**src/rtl/tcp_pack_pkg.sv**
```systemverilog
package tcp_pack_pkg;
  typedef struct packed {
    logic clearCarry;  // new matching flow: discard held fragment
    logic flushSlot;   // sequence slot of a matching termination packet
    logic packWord;    // payload word to merge into the carry
    logic passData;    // payload word of termination packet, unpacked
    logic newOut;      // drive new-flow on this word
    logic endOut;      // drive end-flow on this word
  } packStrobes_t;
endpackage

```
**src/rtl/tcp_pack_ctrl.sv**
```systemverilog
module tcp_pack_ctrl
  import tcp_pack_pkg::*;
#(
  parameter int DATA_W = 32,
  parameter int PORT_W = 16,
  parameter int unsigned SRC_PORT = 80,
  parameter int unsigned DST_PORT = 25
) (
  input  logic              clk,
  input  logic              rstN,
  input  logic [DATA_W-1:0] inData,
  input  logic              inDataEn,
  input  logic              inSof,
  input  logic              inSop,
  input  logic              inEof,
  input  logic              inTde,
  input  logic              inNewFlow,
  input  logic              inEndFlow,
  output packStrobes_t      strobes
);
  logic sopHit, portMatch;
  logic pktMatch, pktNew, pktEnd, afterSop;

  assign sopHit    = inDataEn && inSop;
  assign portMatch = (inData[DATA_W-1 -: PORT_W] == PORT_W'(SRC_PORT)) ||
                     (inData[PORT_W-1:0] == PORT_W'(DST_PORT));

  always_ff @(posedge clk or negedge rstN) begin
    if (!rstN) begin
      pktMatch <= 1'b0;
      pktNew   <= 1'b0;
      pktEnd   <= 1'b0;
      afterSop <= 1'b0;
    end else if (inSof) begin
      pktMatch <= 1'b0;
      pktNew   <= 1'b0;
      pktEnd   <= 1'b0;
      afterSop <= 1'b0;
    end else if (sopHit) begin
      pktMatch <= portMatch;
      pktNew   <= portMatch && inNewFlow;
      pktEnd   <= portMatch && inEndFlow;
      afterSop <= 1'b1;
    end else if (inDataEn) begin
      afterSop <= 1'b0;
    end
  end

  always_comb begin
    strobes.clearCarry = sopHit && portMatch && inNewFlow;
    strobes.flushSlot  = inDataEn && !inSop && afterSop && pktEnd;
    strobes.packWord   = inDataEn && inTde && pktMatch && !pktEnd;
    strobes.passData   = inDataEn && inTde && pktMatch && pktEnd;
    strobes.newOut     = inDataEn && pktNew;
    strobes.endOut     = inDataEn && inEof && pktEnd;
  end

  // exactly one datapath action at most per word
  a_r5_one_action: assert property (@(posedge clk) disable iff (!rstN)
    $onehot0({strobes.flushSlot, strobes.packWord, strobes.passData}));
  // new flow is never raised on the port word itself
  a_r7_not_on_sop: assert property (@(posedge clk) disable iff (!rstN)
    sopHit |-> !strobes.newOut);
endmodule

```
**src/rtl/tcp_pack_dp.sv**
```systemverilog
module tcp_pack_dp
  import tcp_pack_pkg::*;
#(
  parameter int DATA_W = 32,
  parameter int FLOW_W = 18
) (
  input  logic                        clk,
  input  logic                        rstN,
  input  packStrobes_t                strobes,
  input  logic [DATA_W-1:0]           inData,
  input  logic                        inDataEn,
  input  logic                        inSof,
  input  logic                        inSop,
  input  logic                        inEof,
  input  logic                        inTde,
  input  logic [$clog2(DATA_W/8)-1:0] inBytes,
  input  logic [FLOW_W-1:0]           inFlowId,
  output logic [DATA_W-1:0]           outData,
  output logic                        outDataEn,
  output logic                        outSof,
  output logic                        outSop,
  output logic                        outEof,
  output logic                        outTde,
  output logic [$clog2(DATA_W/8)-1:0] outBytes,
  output logic [FLOW_W-1:0]           outFlowId,
  output logic                        outNewFlow,
  output logic                        outEndFlow
);
  localparam int LANES   = DATA_W / 8;
  localparam int CNT_W   = $clog2(LANES);
  localparam int CARRY_W = DATA_W - 8;
  localparam int MERGE_W = DATA_W + CARRY_W;

  logic [CARRY_W-1:0] carryBuf;
  logic [CNT_W-1:0]   carryCnt;
  logic [CNT_W:0]     laneCount, shiftLanes;
  logic [CNT_W+1:0]   total, overflow;
  logic [DATA_W-1:0]  inMask;
  logic [MERGE_W-1:0] merged;
  logic               full, flushNow;

  always_comb begin
    laneCount  = {1'b0, inBytes} + (CNT_W+1)'(1);
    shiftLanes = (CNT_W+1)'(LANES) - laneCount;
    inMask     = {DATA_W{1'b1}} << {shiftLanes, 3'b000};
    merged     = {carryBuf, {DATA_W{1'b0}}} |
                 ({inData & inMask, {CARRY_W{1'b0}}} >> {carryCnt, 3'b000});
    total      = (CNT_W+2)'(carryCnt) + (CNT_W+2)'(laneCount);
    overflow   = total - (CNT_W+2)'(LANES);
    full       = total >= (CNT_W+2)'(LANES);
    flushNow   = strobes.flushSlot && (carryCnt != '0);
  end

  // holding register for the partial word
  always_ff @(posedge clk or negedge rstN) begin
    if (!rstN) begin
      carryBuf <= '0;
      carryCnt <= '0;
    end else if (strobes.clearCarry || flushNow) begin
      carryBuf <= '0;
      carryCnt <= '0;
    end else if (strobes.packWord) begin
      if (full) begin
        carryBuf <= merged[CARRY_W-1:0];
        carryCnt <= overflow[CNT_W-1:0];
      end else begin
        carryBuf <= merged[MERGE_W-1 -: CARRY_W];
        carryCnt <= total[CNT_W-1:0];
      end
    end
  end

  // output stage
  always_ff @(posedge clk or negedge rstN) begin
    if (!rstN) begin
      outData    <= '0;
      outDataEn  <= 1'b0;
      outSof     <= 1'b0;
      outSop     <= 1'b0;
      outEof     <= 1'b0;
      outTde     <= 1'b0;
      outBytes   <= '0;
      outFlowId  <= '0;
      outNewFlow <= 1'b0;
      outEndFlow <= 1'b0;
    end else begin
      outDataEn  <= inDataEn;
      outSof     <= inSof;
      outSop     <= inSop;
      outEof     <= inEof;
      outFlowId  <= inFlowId;
      outNewFlow <= strobes.newOut;
      outEndFlow <= strobes.endOut;
      outData    <= inData;
      outTde     <= 1'b0;
      outBytes   <= '0;
      if (flushNow) begin
        outData  <= {carryBuf, 8'h00};
        outTde   <= 1'b1;
        outBytes <= carryCnt - CNT_W'(1);
      end else if (strobes.passData) begin
        outTde   <= 1'b1;
        outBytes <= inBytes;
      end else if (strobes.packWord && full) begin
        outData  <= merged[MERGE_W-1 -: DATA_W];
        outTde   <= 1'b1;
        outBytes <= {CNT_W{1'b1}};
      end
    end
  end

  // no byte count without payload
  a_r4_count_idle: assert property (@(posedge clk) disable iff (!rstN)
    !outTde |-> (outBytes == '0));
  // a flush leaves the holding register empty and emits data
  a_r8_flush_empties: assert property (@(posedge clk) disable iff (!rstN)
    flushNow |=> (carryCnt == '0) && outTde);
  // payload of a non-matching packet leaves the fragment alone
  a_r3_hold_carry: assert property (@(posedge clk) disable iff (!rstN)
    (inDataEn && inTde && !strobes.packWord && !strobes.passData) |=>
      $stable(carryCnt) && $stable(carryBuf) && !outTde);
  // end flow only on a frame-end word
  a_r10_end_on_eof: assert property (@(posedge clk) disable iff (!rstN)
    outEndFlow |-> outEof);
endmodule

```
**src/rtl/tcp_stream_packer.sv**
```systemverilog
module tcp_stream_packer
  import tcp_pack_pkg::*;
#(
  parameter int DATA_W = 32,
  parameter int FLOW_W = 18,
  parameter int PORT_W = 16,
  parameter int unsigned SRC_PORT = 80,
  parameter int unsigned DST_PORT = 25
) (
  input  logic                        clk,
  input  logic                        rstN,
  input  logic [DATA_W-1:0]           inData,
  input  logic                        inDataEn,
  input  logic                        inSof,
  input  logic                        inSop,
  input  logic                        inEof,
  input  logic                        inTde,
  input  logic [$clog2(DATA_W/8)-1:0] inBytes,
  input  logic [FLOW_W-1:0]           inFlowId,
  input  logic                        inNewFlow,
  input  logic                        inEndFlow,
  output logic [DATA_W-1:0]           outData,
  output logic                        outDataEn,
  output logic                        outSof,
  output logic                        outSop,
  output logic                        outEof,
  output logic                        outTde,
  output logic [$clog2(DATA_W/8)-1:0] outBytes,
  output logic [FLOW_W-1:0]           outFlowId,
  output logic                        outNewFlow,
  output logic                        outEndFlow
);
  packStrobes_t strobes;

  tcp_pack_ctrl #(
    .DATA_W(DATA_W), .PORT_W(PORT_W), .SRC_PORT(SRC_PORT), .DST_PORT(DST_PORT)
  ) u_ctrl (
    .clk(clk), .rstN(rstN), .inData(inData), .inDataEn(inDataEn),
    .inSof(inSof), .inSop(inSop), .inEof(inEof), .inTde(inTde),
    .inNewFlow(inNewFlow), .inEndFlow(inEndFlow), .strobes(strobes)
  );

  tcp_pack_dp #(.DATA_W(DATA_W), .FLOW_W(FLOW_W)) u_dp (
    .clk(clk), .rstN(rstN), .strobes(strobes),
    .inData(inData), .inDataEn(inDataEn), .inSof(inSof), .inSop(inSop),
    .inEof(inEof), .inTde(inTde), .inBytes(inBytes), .inFlowId(inFlowId),
    .outData(outData), .outDataEn(outDataEn), .outSof(outSof),
    .outSop(outSop), .outEof(outEof), .outTde(outTde), .outBytes(outBytes),
    .outFlowId(outFlowId), .outNewFlow(outNewFlow), .outEndFlow(outEndFlow)
  );
endmodule

```
**config.mk**
```make
export PLATFORM = sky130hd
export DESIGN_NAME = tcp_stream_packer
export DESIGN_NICKNAME = d
export VERILOG_FILES = /design/src/rtl/tcp_pack_pkg.sv /design/src/rtl/tcp_pack_ctrl.sv /design/src/rtl/tcp_pack_dp.sv /design/src/rtl/tcp_stream_packer.sv
export SDC_FILE = /design/constraint.sdc
export NUM_CORES = 1
export LEC_CHECK = 0
export BUFFER_PORTS_ARGS = -buffer_cell sky130_fd_sc_hd__clkbuf_2
export CORE_MARGIN = 4
export CORE_UTILIZATION = 50
export DETAILED_ROUTE_END_ITERATION = 16
export PLACE_DENSITY = 0.83
export SLEW_MARGIN = 40
export SYNTH_ARGS = -nofsm -noshare
export SYNTH_HDL_FRONTEND = slang
export SYNTH_HIERARCHICAL = 1
export SYNTH_SLANG_ARGS = --single-unit
```
**constraint.sdc**
```tcl
create_clock -name clk -period 5.6 [get_ports clk]
set_clock_uncertainty 0.15 [all_clocks]
set_input_delay 0 -clock clk [delete_from_list [all_inputs] [get_ports clk]]
set_output_delay 0 -clock clk [all_outputs]
set_load 0.005 [all_outputs]
```
==> results.cfg <==
[outcome]
status = complete, but fails checks
violations = hold timing

[floorplan]
core_um2 = 8890
die_h_um = 104
rows = 34
initial_core_util_pct = 52.3
die_x_um = 104
dieArea_um2 = 10900
io_pins = 120

[sta]
worst_slew_pin_slew_ns = 0.905
rsz0062_at_grt = no
fin_crit_ns = 3.98
setup_viol = 0
finalHoldViolCount = 9
finalCritPeriodShare_pct = 71.0
holdWs_ns = -0.0120
setup_ws_ns = 1.62
tns_ns = 0
drv_slew = 0
relSlewSlack_pct = 39.2
max_freq_mhz = 251

[clock_tree]
cts_buffers = 9
cts_root_buffer = clkbuf_8
cts_sinks = 89
cts_tree = done
post_cts_buffers = 0
cts_buffer_depth = 2
clk_latency_ns = 0.37
cts_htree_levels = 3
path_clk_slew_ns = 0.10

[power_and_ir_drop]
p_comb_share_pct = 35.7
p_leak_nw = 2.81
vdd_drop_max_mv = 0.269
p_seq_share_pct = 41.2
p_sw_mw = 0.794
p_int_mw = 1.29
powerDensity_nw_per_um2 = 339
clockPowerShare_pct = 23.0
p_sw_share_pct = 38.0

[synthesis]
synth_warnings = 6
postSynthCellCount = 436
synth_edf_count = 0
ys_types = 53
ys_seq_elements = 89
syn_area_per_cell_um2 = 10.7
synth_sequential_area_ratio_pct = 47.9
async_reset_ff_share_pct = 100
syn_nets = 504
syn_area_um2 = 4650
synth_ff_type = dfrtp_1

[final_layout]
final_cell_mix = clkbuf_2 (118), dfrtp_1 (87), dlygate4sd3_1 (63), nand2_1 (35), o211ai_1 (26)
design_area_um2 = 6160
synthToLayoutAreaGrowth_pct = 32.6
antenna_cells = 0
nets = 675
layout_commonest_cell = clkbuf_2
stdcell_count = 720
utilization_pct = 69.3
drive_gt1_share_pct = 26.8

[worst_setup_path]
cp-end-kind = flop
worst_r2r_path_depth = 7
r2r_setup_slack_ns = 1.74
r2r_start = u_dp/carryCnt[0]$_DFFE_PN0P_
reg2reg_to = u_dp/carryBuf[6]$_DFFE_PN0P_
crit_start = inData[9]
critPathMaxFanout = 9
cp.arrival_ns = 4.08
critical_path_class = in2reg
crit_required_ns = 5.70
cp-start-kind = input pin

[placement]
dpl_cell_area_um2 = 5310
gp_congestion = 0.985
portBuffers = 119
hpwl_mm = 10.9
dp_slack_ns = 2.16
placed_cells = 640

[route]
vias_per_cell = 6.62
drt_pass1_iterations = 6
wire_per_inst_um = 22.7
vias = 4766
drtIter0Drc = 536
drc_errors = 0
postRouteAntennaNets = 0
wl_mm = 16.4

[grt]
antenna_found_initial = 0
grt_util_all_layers_pct = 30.3
grt_pass1_wl_mm = 26.2
grt_max_degree = 48
grt_pass1_vias = 4863
overflow = 0

[run]
maxCapViolCount = 0

[worst_hold_path]
hp-class = in2async
[registers in the layout, indices dropped and copies added, names as in the netlist, 2 cells and up]
signal / cells
u_dp/outFlowId: 18
u_dp/carryCnt: 2
u_dp/carryBuf: 24
u_dp/outBytes: 2
u_dp/outData: 32
[kinds of logic (layout without fill, tap and decap cells)]
| family | count (synthesis) | in the layout | synth area share (%) |
|---|---|---|---|
| AOI/OAI and AO/OA | 160 | 160 | 28.1 |
| xor gates and xnor gates | 2 | 2 | 0.539 |
| and+or+nand+nor | 132 | 132 | 15.8 |
| buffers and inverters | 38 | 214 | 3.72 |
| DFF | 89 | 89 | 47.9 |
| muxes | 8 | 8 | 1.80 |
| adders and majority gates | 7 | 7 | 2.05 |
[cell type report]
type | instances | area [um2]
clock buffer | 10 | 138
multi-input combinational | 309 | 2270
timing repair buffer | 189 | 1280
tap | 108 | 135
fill | 653 | 2730
inverter | 9 | 33.8
sequential | 89 | 2230
clock inverter | 6 | 75.1
[power by group through the flow]
stage | clock [mW] | sequential (mW) | combinational, mW
2_1_floorplan | 0 | 0.795 | 0.555
3_3_place_gp | 0 | 0.857 | 0.662
3_5_place_dp | 0 | 0.864 | 0.676
4_1_cts | 0.486 | 0.852 | 0.720
5_1_grt | 0.515 | 0.873 | 0.796
6_report | 0.481 | 0.862 | 0.747
[per-stage QoR]
stage / power (mW) / hold slack (ns)
after floorplan: 1.35 / -0.446
after global placement: 1.52 / -0.150
after detailed placement: 1.54 / -0.133
after CTS: 2.06 / 0.0131
after global routing: 2.18 / 0.0451
final: 2.09 / -0.0120
[synthesized netlist by cell type, types with 6 or more instances]
| library cell | number | share of area (%) |
|---|---|---|
| a32o_1 | 7 | 1.5 |
| a221oi_1 | 20 | 3.8 |
| o211ai_1 | 26 | 4.2 |
| clkbuf_1 | 19 | 1.5 |
| inv_1 | 8 | 0.65 |
| nor3_1 | 23 | 2.5 |
| a221o_1 | 16 | 3.4 |
| a22o_1 | 24 | 4.5 |
| ha_1 | 6 | 1.6 |
| nor2b_1 | 13 | 1.8 |
| a211o_1 | 8 | 1.5 |
| o41ai_1 | 7 | 1.3 |
| nand2_1 | 35 | 2.8 |
| buf_2 | 6 | 0.65 |
| and2_1 | 7 | 0.94 |
| a21oi_1 | 7 | 0.75 |
| o22ai_1 | 6 | 0.81 |
| nor2_1 | 13 | 1.1 |
| nand3_1 | 9 | 0.97 |
| a211oi_1 | 16 | 2.6 |
| dfrtp_1 | 89 | 48 |
[metal layers]
layer | share of wire, % | global-route usage (%)
met3 | 10 | 5.77
met4 | 3.3 | 10.4
met5 | 0 | 0
met2 | 48 | 49.8
met1 | 39 | 40.1
[critical path, cell delays in order]
cell	delay (ns)
dlygate4sd3_1	0.55
clkbuf_2	0.22
nor4_2	0.34
nand4_1	0.14
and2_4	0.22
nor3_1	0.73
inv_1	0.23
nand3_1	0.38
nor2_1	0.27
a221o_1	0.44
dlygate4sd3_1	0.55
[timing repair]
| action | in CTS | in global routing |
|---|---|---|
| hold buffers | 63 | 0 |
| hold endpoints to repair | 123 | 0 |
| gates resized for setup | 0 | 0 |
[worst max path at each step]
stage                                               end  slack (ns)
after floorplan           u_dp/carryBuf[13]$_DFFE_PN0P_        3.27
after global placement     u_dp/carryBuf[5]$_DFFE_PN0P_        2.30
after detailed placement   u_dp/carryBuf[8]$_DFFE_PN0P_        2.16
after CTS                  u_dp/carryBuf[6]$_DFFE_PN0P_        1.65
after global routing       u_dp/carryBuf[6]$_DFFE_PN0P_        1.54
final                      u_dp/carryBuf[6]$_DFFE_PN0P_        1.62
No activity file was read; power rests on OpenSTA's default activity.
